===== config.mk =====
export PLATFORM = sky130hd
export DESIGN_NAME = ctrl_decoder
export DESIGN_NICKNAME = d
export VERILOG_FILES = /design/src/rtl/ctrl_decoder_pkg.sv /design/src/rtl/instr_onehot.sv /design/src/rtl/instr_class.sv /design/src/rtl/ctrl_encode.sv /design/src/rtl/ctrl_decoder.sv
export SDC_FILE = /design/constraint.sdc
export NUM_CORES = 1
export LEC_CHECK = 0
export CAP_MARGIN = 25
export CORE_AREA = 2 2 39 41
export DETAILED_ROUTE_END_ITERATION = 12
export DIE_AREA = 0 0 41 43
export PLACE_DENSITY = 0.66
export SLEW_MARGIN = 10
export SYNTH_ARGS = -nofsm -noshare
export SYNTH_HDL_FRONTEND = slang
export SYNTH_SLANG_ARGS = --single-unit

===== constraint.sdc =====
create_clock -name vclk -period 2.4
set_clock_uncertainty 0.05 [all_clocks]
set_input_delay 0.48 -clock vclk [all_inputs]
set_output_delay 0.48 -clock vclk [all_outputs]
set_load 0.01 [all_outputs]

===== src/rtl/ctrl_decoder_pkg.sv =====
package ctrl_decoder_pkg;

  localparam int OP_W     = 6;
  localparam int FN_W     = 6;
  localparam int N_INSTR  = 22;

  // opcodes
  localparam logic [OP_W-1:0] OPC_RTYPE = 6'd0;
  localparam logic [OP_W-1:0] OPC_BLTZ  = 6'd1;
  localparam logic [OP_W-1:0] OPC_J     = 6'd2;
  localparam logic [OP_W-1:0] OPC_JAL   = 6'd3;
  localparam logic [OP_W-1:0] OPC_BEQ   = 6'd4;
  localparam logic [OP_W-1:0] OPC_BNE   = 6'd5;
  localparam logic [OP_W-1:0] OPC_ADDI  = 6'd8;
  localparam logic [OP_W-1:0] OPC_SLTI  = 6'd10;
  localparam logic [OP_W-1:0] OPC_ANDI  = 6'd12;
  localparam logic [OP_W-1:0] OPC_ORI   = 6'd13;
  localparam logic [OP_W-1:0] OPC_XORI  = 6'd14;
  localparam logic [OP_W-1:0] OPC_LUI   = 6'd15;
  localparam logic [OP_W-1:0] OPC_LW    = 6'd35;
  localparam logic [OP_W-1:0] OPC_SW    = 6'd43;

  // function codes under OPC_RTYPE
  localparam logic [FN_W-1:0] FNC_JR   = 6'd8;
  localparam logic [FN_W-1:0] FNC_SYS  = 6'd12;
  localparam logic [FN_W-1:0] FNC_ADD  = 6'd32;
  localparam logic [FN_W-1:0] FNC_SUB  = 6'd34;
  localparam logic [FN_W-1:0] FNC_AND  = 6'd36;
  localparam logic [FN_W-1:0] FNC_OR   = 6'd37;
  localparam logic [FN_W-1:0] FNC_XOR  = 6'd38;
  localparam logic [FN_W-1:0] FNC_NOR  = 6'd39;
  localparam logic [FN_W-1:0] FNC_SLT  = 6'd42;

  // bit positions of the one-hot instruction vector
  typedef enum int {
    I_ADD, I_SUB, I_SLT, I_AND, I_OR, I_XOR, I_NOR,
    I_LUI, I_ADDI, I_SLTI, I_ANDI, I_ORI, I_XORI,
    I_LW, I_SW, I_BLTZ, I_BEQ, I_BNE,
    I_J, I_JR, I_JAL, I_SYS
  } instr_idx_e;

  typedef logic [N_INSTR-1:0] instr_vec_t;

  typedef struct packed {
    logic arith;
    logic logic_c;
    logic imm;
    logic rfmt_alu;
  } class_t;

  // field encodings
  localparam logic [1:0] DST_RT  = 2'd0;
  localparam logic [1:0] DST_RD  = 2'd1;
  localparam logic [1:0] DST_R31 = 2'd2;

  localparam logic [1:0] WB_MEM  = 2'd0;
  localparam logic [1:0] WB_ALU  = 2'd1;
  localparam logic [1:0] WB_PC   = 2'd2;

  localparam logic [1:0] PCS_SEQ = 2'd0;
  localparam logic [1:0] PCS_JTA = 2'd1;
  localparam logic [1:0] PCS_REG = 2'd2;
  localparam logic [1:0] PCS_SYS = 2'd3;

  typedef struct packed {
    logic       reg_wr;
    logic [1:0] reg_dst;
    logic [1:0] wb_src;
    logic       alu_imm;
    logic       alu_sub;
    logic [1:0] logic_op;
    logic [1:0] alu_class;
    logic       mem_rd;
    logic       mem_wr;
    logic [1:0] br_kind;
    logic [1:0] pc_sel;
  } ctrl_t;

  // an OR over a selection of instruction lines
  function automatic logic any_of(input instr_vec_t v, input instr_vec_t mask);
    return |(v & mask);
  endfunction

  function automatic instr_vec_t bit_of(input instr_idx_e i);
    instr_vec_t m;
    m = '0;
    m[i] = 1'b1;
    return m;
  endfunction

endpackage


===== src/rtl/instr_onehot.sv =====
module instr_onehot
  import ctrl_decoder_pkg::*;
(
  input  logic [OP_W-1:0] op_i,
  input  logic [FN_W-1:0] fn_i,
  output instr_vec_t      hit_o
);

  instr_vec_t rfmt_hit;
  instr_vec_t ifmt_hit;

  always_comb begin
    rfmt_hit = '0;
    unique case (fn_i)
      FNC_ADD: rfmt_hit[I_ADD] = 1'b1;
      FNC_SUB: rfmt_hit[I_SUB] = 1'b1;
      FNC_SLT: rfmt_hit[I_SLT] = 1'b1;
      FNC_AND: rfmt_hit[I_AND] = 1'b1;
      FNC_OR:  rfmt_hit[I_OR]  = 1'b1;
      FNC_XOR: rfmt_hit[I_XOR] = 1'b1;
      FNC_NOR: rfmt_hit[I_NOR] = 1'b1;
      FNC_JR:  rfmt_hit[I_JR]  = 1'b1;
      FNC_SYS: rfmt_hit[I_SYS] = 1'b1;
      default: rfmt_hit = '0;
    endcase
  end

  always_comb begin
    ifmt_hit = '0;
    unique case (op_i)
      OPC_LUI:  ifmt_hit[I_LUI]  = 1'b1;
      OPC_ADDI: ifmt_hit[I_ADDI] = 1'b1;
      OPC_SLTI: ifmt_hit[I_SLTI] = 1'b1;
      OPC_ANDI: ifmt_hit[I_ANDI] = 1'b1;
      OPC_ORI:  ifmt_hit[I_ORI]  = 1'b1;
      OPC_XORI: ifmt_hit[I_XORI] = 1'b1;
      OPC_LW:   ifmt_hit[I_LW]   = 1'b1;
      OPC_SW:   ifmt_hit[I_SW]   = 1'b1;
      OPC_BLTZ: ifmt_hit[I_BLTZ] = 1'b1;
      OPC_BEQ:  ifmt_hit[I_BEQ]  = 1'b1;
      OPC_BNE:  ifmt_hit[I_BNE]  = 1'b1;
      OPC_J:    ifmt_hit[I_J]    = 1'b1;
      OPC_JAL:  ifmt_hit[I_JAL]  = 1'b1;
      default:  ifmt_hit = '0;
    endcase
  end

  assign hit_o = (op_i == OPC_RTYPE) ? rfmt_hit : ifmt_hit;

endmodule


===== src/rtl/instr_class.sv =====
module instr_class
  import ctrl_decoder_pkg::*;
(
  input  instr_vec_t hit_i,
  output class_t     cls_o
);

  localparam instr_vec_t M_ARITH = bit_of(I_ADD) | bit_of(I_SUB) | bit_of(I_SLT)
                                 | bit_of(I_ADDI) | bit_of(I_SLTI);
  localparam instr_vec_t M_LOGIC = bit_of(I_AND) | bit_of(I_OR) | bit_of(I_XOR)
                                 | bit_of(I_NOR) | bit_of(I_ANDI) | bit_of(I_ORI)
                                 | bit_of(I_XORI);
  localparam instr_vec_t M_IMM   = bit_of(I_LUI) | bit_of(I_ADDI) | bit_of(I_SLTI)
                                 | bit_of(I_ANDI) | bit_of(I_ORI) | bit_of(I_XORI);
  localparam instr_vec_t M_RALU  = bit_of(I_ADD) | bit_of(I_SUB) | bit_of(I_SLT)
                                 | bit_of(I_AND) | bit_of(I_OR) | bit_of(I_XOR)
                                 | bit_of(I_NOR);

  assign cls_o.arith    = any_of(hit_i, M_ARITH);
  assign cls_o.logic_c  = any_of(hit_i, M_LOGIC);
  assign cls_o.imm      = any_of(hit_i, M_IMM);
  assign cls_o.rfmt_alu = any_of(hit_i, M_RALU);

endmodule


===== src/rtl/ctrl_encode.sv =====
module ctrl_encode
  import ctrl_decoder_pkg::*;
(
  input  instr_vec_t hit_i,
  input  class_t     cls_i,
  output ctrl_t      ctrl_o
);

  logic is_lui, is_lw, is_sw, is_jal;
  assign is_lui = hit_i[I_LUI];
  assign is_lw  = hit_i[I_LW];
  assign is_sw  = hit_i[I_SW];
  assign is_jal = hit_i[I_JAL];

  always_comb begin
    ctrl_o = '0;

    ctrl_o.reg_wr  = is_lui | cls_i.arith | cls_i.logic_c | is_lw | is_jal;
    ctrl_o.alu_imm = cls_i.imm | is_lw | is_sw;
    ctrl_o.alu_sub = hit_i[I_SUB] | hit_i[I_SLT] | hit_i[I_SLTI];
    ctrl_o.mem_rd  = is_lw;
    ctrl_o.mem_wr  = is_sw;

    if (is_jal)              ctrl_o.reg_dst = DST_R31;
    else if (cls_i.rfmt_alu) ctrl_o.reg_dst = DST_RD;
    else                     ctrl_o.reg_dst = DST_RT;

    if (is_jal)                                   ctrl_o.wb_src = WB_PC;
    else if (is_lui | cls_i.arith | cls_i.logic_c) ctrl_o.wb_src = WB_ALU;
    else                                          ctrl_o.wb_src = WB_MEM;

    ctrl_o.logic_op[1] = hit_i[I_XOR] | hit_i[I_XORI] | hit_i[I_NOR];
    ctrl_o.logic_op[0] = hit_i[I_OR]  | hit_i[I_ORI]  | hit_i[I_NOR];

    ctrl_o.alu_class[1] = hit_i[I_ADD] | hit_i[I_SUB] | hit_i[I_ADDI]
                        | is_lw | is_sw | cls_i.logic_c;
    ctrl_o.alu_class[0] = hit_i[I_SLT] | hit_i[I_SLTI] | cls_i.logic_c;

    ctrl_o.br_kind[1] = hit_i[I_BNE] | hit_i[I_BLTZ];
    ctrl_o.br_kind[0] = hit_i[I_BEQ] | hit_i[I_BLTZ];

    if (hit_i[I_SYS])                 ctrl_o.pc_sel = PCS_SYS;
    else if (hit_i[I_JR])             ctrl_o.pc_sel = PCS_REG;
    else if (hit_i[I_J] | is_jal)     ctrl_o.pc_sel = PCS_JTA;
    else                              ctrl_o.pc_sel = PCS_SEQ;
  end

endmodule


===== src/rtl/ctrl_decoder.sv =====
module ctrl_decoder
  import ctrl_decoder_pkg::*;
(
  input  logic [OP_W-1:0] op_i,
  input  logic [FN_W-1:0] fn_i,
  output logic            reg_wr_o,
  output logic [1:0]      reg_dst_o,
  output logic [1:0]      wb_src_o,
  output logic            alu_imm_o,
  output logic            alu_sub_o,
  output logic [1:0]      logic_op_o,
  output logic [1:0]      alu_class_o,
  output logic            mem_rd_o,
  output logic            mem_wr_o,
  output logic [1:0]      br_kind_o,
  output logic [1:0]      pc_sel_o
);

  instr_vec_t hit_w;
  class_t     cls_w;
  ctrl_t      ctrl_w;

  instr_onehot u_onehot (.op_i(op_i), .fn_i(fn_i), .hit_o(hit_w));
  instr_class  u_class  (.hit_i(hit_w), .cls_o(cls_w));
  ctrl_encode  u_encode (.hit_i(hit_w), .cls_i(cls_w), .ctrl_o(ctrl_w));

  assign reg_wr_o    = ctrl_w.reg_wr;
  assign reg_dst_o   = ctrl_w.reg_dst;
  assign wb_src_o    = ctrl_w.wb_src;
  assign alu_imm_o   = ctrl_w.alu_imm;
  assign alu_sub_o   = ctrl_w.alu_sub;
  assign logic_op_o  = ctrl_w.logic_op;
  assign alu_class_o = ctrl_w.alu_class;
  assign mem_rd_o    = ctrl_w.mem_rd;
  assign mem_wr_o    = ctrl_w.mem_wr;
  assign br_kind_o   = ctrl_w.br_kind;
  assign pc_sel_o    = ctrl_w.pc_sel;

endmodule


# After elaboration in Yosys (flattened, before gate mapping)
# Index checks and enable logic that the tools add are counted.
# W data, S select, Z words.
totals:
  out_inout_bits: 17
  latchBits: 0
  in_bits: 12
  memories: 0
  romBits: 0
  mem_bits_rw: 0
  regBits: 0
classes:
  n_shift: 0
  bitwise_logic: 22
  n_addsub: 0
  magnitude_cmp: 0
  n_reduce_logical: 5
  div_mod_pow: 0
  n_mul: 0
  n_eq_ne: 22
  mux: 30
ops:
  columns: ["cell", "count"]
  rows:
  - ["$eq A6 B6 Y1 const B", 9]
  - ["$eq A6 B4 Y1 const B", 8]
  - ["$mux W1", 25]
  - ["$mux W22", 1]
  - ["$or A1 B1 Y1", 22]
  - ["$reduce_or A7 Y1", 2]
  - ["$eq A6 B2 Y1 const B", 2]
  - ["$eq A6 B3 Y1 const B", 2]
  - ["$mux W2", 4]
  - ["$eq A6 B1 Y1 const B", 1]
  - ["$logic_not A6 Y1", 1]
  - ["$reduce_or A6 Y1", 1]
  - ["$reduce_or A5 Y1", 1]

# Logic depth before layout (Yosys ltp)
depth:
  depth_word: 8
  ltp_mapped: 5
  depth_no_buf: 4

# Hierarchy
# A second synthesis with hierarchy kept.
unflattened:
  cells_unflattened: 74
  area_unflattened_um2: 459.2
by_module_without_submodules:
  columns: ["module", "cells_per_inst", "n_inst", "seq_area_each_um2", "area_each_um2"]
  rows:
  - ["instr_onehot", 44, 1, 0.0, 286.5]
  - ["ctrl_encode", 22, 1, 0.0, 127.6]
  - ["instr_class", 8, 1, 0.0, 45.0]

# Worst setup path before layout
# Ideal clock, no wire load.
synth_path:
  path_type: "input -> output"
  from: "input port op_i[1]"
  to: "output port reg_wr_o"
  n_path_buf: 1
  path_slack_ps: 56
  stages: 5
  arrival_ps: 1814
  cell_sequence: "buf_6 -> or4b_4 -> a2111oi_4 -> a21o_1 -> a21o_1"
synth_via:
  elab_chain_cells: 8
  word_cells_on_any_way: 24
synth_rtl:
  columns: ["element", "line_no", "rtl"]
  rows:
  - ["start, declared", "ctrl_decoder.sv:4", "input logic [OP_W-1:0] op_i,"]
  - ["$eq A6 B4 Y1", "instr_onehot.sv:30", "unique case (op_i)"]
  - ["$mux W1", "instr_onehot.sv:30", null]
  - ["$mux W22 *", "instr_onehot.sv:48", "assign hit_o = (op_i == OPC_RTYPE) ? rfmt_hit : ifmt_hit;"]
  - ["$reduce_or A5 Y1", "ctrl_decoder_pkg.sv:81", "return |(v & mask);"]
  - ["$or A1 B1 Y1 (3 in series)", "ctrl_encode.sv:18", "ctrl_o.reg_wr = is_lui | cls_i.arith | cls_i.logic_c | is_lw | is_jal;"]
  - ["$or A1 B1 Y1 *", "ctrl_encode.sv:18", null]
  - ["end, declared", "ctrl_decoder.sv:6", "output logic reg_wr_o,"]
# Every way passes the cells marked *; elsewhere a longest branch is shown, timed or not.

# Worst setup path in the final report
# Same ends and word-level chain as after synthesis.

==> impl_metrics.ini <==
[logic_synthesis]
synthCells = 49
netlist_area_um2 = 346.6
ys_types = 28
synth_top_area_cell = a2111oi_4
syn_avg_cell_area_um2 = 7.073
yosys_warnings = 0
yosysTopAreaCellShare_pct = 7.942
synthTopCellsByArea = a2111oi_4 (7.9%), a32o_2 (6.5%), nor3_1 (5.8%)
syn_nets = 61
ys_seq_area_share_pct = 0

[power]
power.total_uw = 96.05
p_leak_uw = 0.0004239
ir_drop_mv = 0.06497
power.density_nw_per_um2 = 118.5

[floorplanning]
start_util_pct = 25.05
pin_count = 29
die-area_um2 = 1763
die_w_um = 41
core_um2 = 1384
chipHeight_um = 43
rows = 14

[finish]
seq_area_um2 = 0
finalNetCount = 114
syn2layout_area_growth_pct = 133.9
antenna_cells = 0
clkbuf_count = 0
seq_cells = 0
fin_cells = 116
drive_above_1_share_pct = 54.00
final_area_um2 = 810.8

[worst_setup_path]
worstPathMaxFanout = 2
worstPathArrival_ns = 2.03
start_kind = input port
cp.required_ns = 1.87
path_class = input port to primary output
cp-end-kind = primary output

[sta]
setup_viol = 2
timing.final.crit_period_ns = 2.561
max_slew_margin_pct = 78.48
tightestPinTransition_ns = 0.3221
grt_setup_unrepaired = yes
timing.setup.tns_ns = -0.2338
final_hold_viol_count = 0
slew_violations = 0
period_share_pct = 106.7
fmax_mhz = 390.4
setup_ws_ns = -0.1612

[clock_tree]
hold_buffers = 0

[grt]
gr-total-overflow = 0
grtUsageTotal_pct = 18.18
antenna_found_initial = 0
grt_pass1_vias = 545
grt_pass1_wl_mm = 2.352
grt_max_degree = 10

[outcome]
violations = negative setup slack
status = finished, violations left

[routing]
drt_iter0_markers = 0
firstDrtPassIters = 1
vias = 566
drc = 0
viasPerCell = 4.879
routed_wl_mm = 1.469
ant_nets = 0
drt-wirelength-per-cell_um = 12.66

[worst_hold_path]
hp-class = input port to primary output
min_path_cells = 4

[place]
post-place-ws_ns = -0.8078
dp.cells = 110
postPlaceCellArea_um2 = 773.2
port_buffers = 29
hpwl_mm = 1.123
gp_congestion = 0.7664

[job]
maxCapViolations = 0
final timing paths:
path | from | end | slack, ns
worst max-delay path | op_i[1] | reg_wr_o | -0.16
worst min-delay path | op_i[0] | pc_sel_o[1] | 1.30
Yosys cell counts, drive strengths merged (2+ instances only):
master and instances:
or4 2, o21ai 3, nor2 4, buf 2, nor2b 3, and3 2, nand2b 3, nand2 2
a21oi 3, nand3b 2, inv 3, nor3 4, a32o 2, a21o 2, nor3b 2
stage by stage:
stage	hold WS, ns	utilization (%)
finish	1.305	58.59
detailed placement	2.008	55.88
CTS	1.300	57.32
global placement	1.993	55.88
floorplan	0.9541	-
global route	1.321	58.59
critical path, cell delays in order:
cell and delay (ns):
buf_6 0.09, or4b_4 0.53, buf_6 0.14, a2111oi_4 0.30
buf_4 0.16, a21o_1 0.11, a21o_1 0.10, buf_2 0.12
kinds of logic after synthesis:
family | synth area share (%)
and+or+nand+nor | 54.15
AOI/OAI and AO/OA | 37.18
buffers and inverters | 8.665
power breakdown:
group	switching, uW	internal (uW)
Combinational	42.3	53.8
Sequential	0	0
Clock	0	0
metal layers:
| layer | track usage, % | share of wire (%) | vias up |
|---|---|---|---|
| met2 | 31.56 | 52 | 18 |
| met4 | 2.667 | 0.61 | 0 |
| li1 | - | - | 288 |
| met3 | 1.047 | 5.0 | 2 |
| met1 | 23.73 | 42 | 258 |
| met5 | 0 | 0 | - |
layout by cell type, fill, tap and decap left out, drive strengths merged, types with 3 or more instances in the layout:
cell type / instances
o21ai: 3
clkdlybuf4s50: 5
dlygate4sd2: 6
a21oi: 3
nor2: 4
nand2b: 3
buf: 39
inv: 3
nor2b: 3
nor3: 4
cell type report:
type	instances	area [um2]
inverters	3	11.26
fillers	137	573.1
well taps	16	20.02
multi-input cells	44	352.8
repair buffers	53	426.7
what timing repair did:
item	in CTS	in global routing
gates resized for setup	82	9
buffers inserted	5	1
pin swaps	8	8
gates cloned	0	0
endpoints found under the setup margin	17	9
Power figures use the tool's default switching activity.
